--- src/rtl/slot_en_pkg.sv ---
package slot_en_pkg;
  // Back-end stages carried after issue, in pipeline order.
  typedef enum int {
    ST_RF  = 0,
    ST_EX  = 1,
    ST_MEM = 2,
    ST_WB  = 3
  } back_stage_e;

  localparam int N_BACK = 4;
endpackage

--- src/rtl/occ_stage.sv ---
module occ_stage #(
  parameter int W = 8
) (
  input  logic         clk,
  input  logic         rst,
  input  logic         clr,
  input  logic [W-1:0] d,
  output logic [W-1:0] q
);
  // Free-running copy of the slot bitmap; never gated itself.
  always_ff @(posedge clk) begin
    if (rst || clr) q <= '0;
    else            q <= d;
  end
endmodule

--- src/rtl/rename_trim.sv ---
module rename_trim #(
  parameter int W = 8
) (
  input  logic [W-1:0] valid,
  input  logic [W-1:0] taken,
  output logic [W-1:0] keep
);
  logic cut;
  always_comb begin
    cut = 1'b0;
    for (int i = 0; i < W; i++) begin
      keep[i] = valid[i] & ~cut;
      cut     = cut | (valid[i] & taken[i]);
    end
  end
endmodule

--- src/rtl/slot_enable_pipe.sv ---
module slot_enable_pipe
  import slot_en_pkg::*;
#(
  parameter int W = 8
) (
  input  logic         clk,
  input  logic         rst,
  input  logic         flush,
  input  logic [W-1:0] dec_valid,
  input  logic [W-1:0] dec_taken,
  input  logic [W-1:0] iss_occ,
  output logic [W-1:0] en_ren,
  output logic [W-1:0] en_rf,
  output logic [W-1:0] en_ex,
  output logic [W-1:0] en_mem,
  output logic [W-1:0] en_wb
);
  localparam int CHAIN_LEN = N_BACK + 1;

  logic [W-1:0] ren_next;
  logic [W-1:0] chain [CHAIN_LEN];

  rename_trim #(.W(W)) u_trim (
    .valid (dec_valid),
    .taken (dec_taken),
    .keep  (ren_next)
  );

  occ_stage #(.W(W)) u_ren (
    .clk (clk),
    .rst (rst),
    .clr (flush),
    .d   (ren_next),
    .q   (en_ren)
  );

  assign chain[0] = iss_occ;

  for (genvar s = 0; s < N_BACK; s++) begin : g_back
    occ_stage #(.W(W)) u_stg (
      .clk (clk),
      .rst (rst),
      .clr (flush),
      .d   (chain[s]),
      .q   (chain[s+1])
    );
  end

  assign en_rf  = chain[ST_RF  + 1];
  assign en_ex  = chain[ST_EX  + 1];
  assign en_mem = chain[ST_MEM + 1];
  assign en_wb  = chain[ST_WB  + 1];

  AST_RESET_CLEAR: assert property (@(posedge clk)
    rst |=> (en_ren == '0 && en_rf == '0 && en_ex == '0 && en_mem == '0 && en_wb == '0));
  AST_RF_CAPTURE: assert property (@(posedge clk) disable iff (rst)
    !flush |=> en_rf == $past(iss_occ));
  AST_EX_SHIFT: assert property (@(posedge clk) disable iff (rst)
    !flush |=> en_ex == $past(en_rf));
  AST_MEM_SHIFT: assert property (@(posedge clk) disable iff (rst)
    !flush |=> en_mem == $past(en_ex));
  AST_WB_SHIFT: assert property (@(posedge clk) disable iff (rst)
    !flush |=> en_wb == $past(en_mem));
  AST_REN_SUBSET: assert property (@(posedge clk) disable iff (rst)
    !flush |=> (en_ren & ~$past(dec_valid)) == '0);
  AST_REN_NO_TAKEN: assert property (@(posedge clk) disable iff (rst)
    (!flush && (dec_valid & dec_taken) == '0) |=> en_ren == $past(dec_valid));
  AST_FLUSH_CLEAR: assert property (@(posedge clk) disable iff (rst)
    flush |=> (en_ren == '0 && en_rf == '0 && en_ex == '0 && en_mem == '0 && en_wb == '0));
endmodule

--- config.mk ---
export PLATFORM = sky130hd
export DESIGN_NAME = slot_enable_pipe
export DESIGN_NICKNAME = d
export VERILOG_FILES = /design/src/rtl/slot_en_pkg.sv /design/src/rtl/occ_stage.sv /design/src/rtl/rename_trim.sv /design/src/rtl/slot_enable_pipe.sv
export SDC_FILE = /design/constraint.sdc
export NUM_CORES = 1
export LEC_CHECK = 0
export CAP_MARGIN = 0
export CORE_ASPECT_RATIO = 1.5
export CORE_MARGIN = 5
export CORE_UTILIZATION = 36
export CTS_CLUSTER_DIAMETER = 30
export DETAILED_ROUTE_END_ITERATION = 10
export PLACE_DENSITY = 0.79
export RECOVER_POWER = 50
export SETUP_SLACK_MARGIN = 0.2
export SYNTH_ARGS = -nofsm -noshare
export SYNTH_HDL_FRONTEND = slang
export SYNTH_SLANG_ARGS = --single-unit
--- constraint.sdc ---
create_clock -name clk -period 1.15 [get_ports clk]
set_input_delay 0.1725 -clock clk [delete_from_list [all_inputs] [get_ports clk]]
set_output_delay 0.1725 -clock clk [all_outputs]
set_load 0.1 [all_outputs]
# == Word-level counts from Yosys, hierarchy flattened ==
# Index checks and enable logic that the tools add are counted.
# word_totals
regBits,40
input_bits,27
output_inout_bits,40
elab_cells,33
# op_classes
bitwise_logic,27
n_reduce_logical,1
# op_table
op,n
1-bit AND,14
1-bit NOT,7
1-bit bitwise OR,6
1-bit logical OR,1

# == Depth between registers and ports, before layout ==
# depth
ltp_word,9
mapped_depth,3
ltp_nobuf,3

# == Hierarchy ==
# Synthesis repeated with hierarchy kept, for this count alone.
# hier_totals
hier_cells,104
area_unflattened_um2,1515.2
# modules_own_cells
module,instances,cells_each,area_per_inst_um2,seq_area_each_um2
occ_stage,5,18,282.8,160.2
rename_trim,1,14,101.3,0.0

# == Worst setup path after synthesis ==
# No wires, ideal clock.
# synth_timing
kind,flip-flop to flip-flop
startpoint,register g_back[0].u_stg.q[0]
endpoint,register g_back[1].u_stg.q[0]
setup_ns,0.063
t_arrival_ns,1.139
t_required_ns,1.087
setup_slack_ns,-0.053
stages_incl_launch_ff,2
n_path_buf,0
synth_period_minus_slack_ns,1.203
cell_sequence,dfxtp_1 and2_1
# synth_rtl
item,line,source
"start, declared",occ_stage.sv:8,output logic [W-1:0] q
"start signal, assigned",occ_stage.sv:12,if (rst || clr) q <= '0;
"start signal, assigned",occ_stage.sv:13,else q <= d;
"end signal, assigned",occ_stage.sv:12,
"end signal, assigned",occ_stage.sv:13,
"end, declared",occ_stage.sv:8,
# No word-level cell between the ends.

# == Final worst setup path ==
# layout_timing
startpoint,register g_back[0].u_stg.q[5]
endpoint,output port en_rf[5]
# layout_rtl
item,line,source
"end, declared",slot_enable_pipe.sv:13,"output logic [W-1:0] en_rf,"
# No word-level cell between the ends.

==> metrics.txt <==
Yosys top cell by area=dfxtp_1; total die area=0.004370 sq mm; n_diodes=0; Initial DRT Pass Iterations=4; delay-heaviest family, CP=flip-flops; largest net degree at the start of global routing=34; antenna viol nets, final=0; Synth Register Bits=40; # IOs=67; via count=934; top sig layer=met4; Final Cell Area=0.002391 sq mm; grt ovf=0; Rows=25; Total Wirelength=3.427 mm; Post-DP Area=0.002286 sq mm; met1 wire length=944 um; IO Port Bufs=65; Critical Path Sink=en_rf[5]; Detail Route met2 WL=2.121 mm; Worst Hold Class=in -> reg; fraction of layout cells with a size suffix above 1=60.00%; Worst path slowest cell=dfxtp_2; WP buf/inv=1; Area Growth Syn to Fin=112.3%; cts bufs inserted=5; FF-to-FF path depth=1; crit path cell chain=buf_12; die width=55.67 um; Vias/cell=4.556; kind of end point of the critical path=primary output; Worst Path Arrival=830 ps; Max-Slew Margin vs Limit=68.62%; initial drt markers=21; global-route wire length before repair=5.423 mm; VDD IR max=1150 uV; Final Max Tran Viols=0; Worst Skew=8.554 ps; Slew @ Worst Pin=470.7 ps; Clk pin slew, worst setup/hold paths=80 ps; top post-synthesis cells by area=dfxtp_1 71%, and2_1 18%, and3_2 2.0%; Synth Cell Area=0.001126 sq mm; critical path startpoint=g_back[0].u_stg.q[5]; final net count=191; DRC=0; Hold Buf Count CTS=0; PD cells=1242 mW/mm^2; deepest clock path buffer count=2; Distinct cells, synth=11; Sink Count=40; cells after synthesis=92; DP Wirelength=2.647 mm; Syn Area/Cell=12.24 sq um; Power, Total=2.970 mW; Reg2Reg Setup Slack=540 ps; GPL Wtd Cong=0.7176; outcome=completed; TritonCTS clock tree=done; top cell type's share of synthesized area=71.11%; All-Layer GR Usage=17.02%; Die Ht=78.50 um; clock latency on the worst-skew pair=290 ps; RR Startpoint=g_back[2].u_stg.q[0]; Max-cap violations=0; post-route minimum period=1001 ps; f_max=998.5 MHz; startpoint types=register; initial cell density of the core=36.36%; DR WL met3=221 um; root buffer cell=clkbuf_8; WL per Instance=16.72 um; RSZ-0062 raised after global routing=true; Core Box Area=0.003097 sq mm; Tcrit/Tclk final=87.09%; data required time of the worst path=980 ps; net count after synthesis=119; final setup fails=0; leakage dissipation=0.9943 nW; Worst R2R End=g_back[3].u_stg.q[0]; worst hold slack=189.2 ps; largest stage delay on the critical path=360 ps; sequential fraction of the synthesis area=71.11%; critical path type=reg -> out; vias in the first global route=1043; Critical Path Stages=1; Syn. warnings=0; Crit Path Max Fanout=2; initial antenna violation count=0; Final Hold Vio Count=0; H-tree levels=2; Layout fillers=174
worst min path at each step:
stage                    startpoint              endpoint  cells past startpoint
2_1_floorplan            iss_occ[0]  g_back[0].u_stg.q[0]                      1
3_3_place_gp   g_back[1].u_stg.q[7]  g_back[2].u_stg.q[7]                      1
3_5_place_dp   g_back[0].u_stg.q[2]  g_back[1].u_stg.q[2]                      1
4_1_cts                dec_valid[2]            u_ren.q[2]                      2
5_1_grt                dec_valid[0]            u_ren.q[0]                      2
6_report               dec_valid[0]            u_ren.q[0]                      2
cell usage after synthesis (all sizes together):
library cell / n
and4: 3
clkbuf: 3
and3: 3
and2: 35
a211oi: 1
a22oi: 1
nand2: 5
nor2: 1
dfxtp: 40
state kept, by name, indices dropped and copies added (netlist names):
signal          cells
g_back.u_stg.q     32
u_ren.q             8
per-stage QoR:
step                cells  setup slack, ps  TNS (ps)  utilization, %
floorplan              92            262.0         0               -
global placement      195           -188.8     -2404           73.82
detailed placement    195           -331.8     -4094           73.82
CTS                   205            132.1         0           77.86
global route          205            55.95         0           77.21
finish                205            148.5         0           77.21
layout by cell type (no fill, tap or decap), drive strengths merged:
master,n
dlygate4sd2,5
bufinv,1
clkinv,1
nand2,5
clkdlybuf4s50,15
clkdlybuf4s15,1
dlymetal6s2s,1
a211oi,1
and3,3
clkbuf,10
nor2,1
and4,3
a22oi,1
and2,35
dlygate4sd3,1
dfxtp,40
buf,41
where the power goes:
part / switching [mW] / internal (mW) / total, mW
sequential: 0.0243 / 1.41 / 1.44
clock: 0.454 / 0.644 / 1.10
combinational: 0.253 / 0.182 / 0.436
layer usage:
metal	vias up	track usage (%)
met5	-	0
met2	50	34.72
met4	0	9.246
li1	429	-
met3	11	5.263
met1	444	13.69
cell type report:
type	instances	area, sq um	share of cell area [%]
Clock inverter	2	35.03	1.465
Timing Repair Buffer	68	1054	44.06
Multi-Input combinational cell	49	326.6	13.66
Clock buffer	6	72.57	3.035
Sequential cell	40	853.3	35.69
Tap cell	40	50.05	2.093
cell families (layout without fill, tap and decap cells):
group                  after synthesis  count (layout)  share of synthesized area, %
DFF                                 40              40                         71.11
buffers and inverters                3              76                        0.9999
and+or+nand+nor                     47              47                         26.11
AOI/OAI and AO/OA                    2               2                         1.778
repair_timing:
action	CTS	global route
buffers inserted	2	0
gates resized for setup	10	8
pin swaps	4	3
gates cloned	0	0
endpoints found under the setup margin	69	43
(Power assumes the default switching activity.)
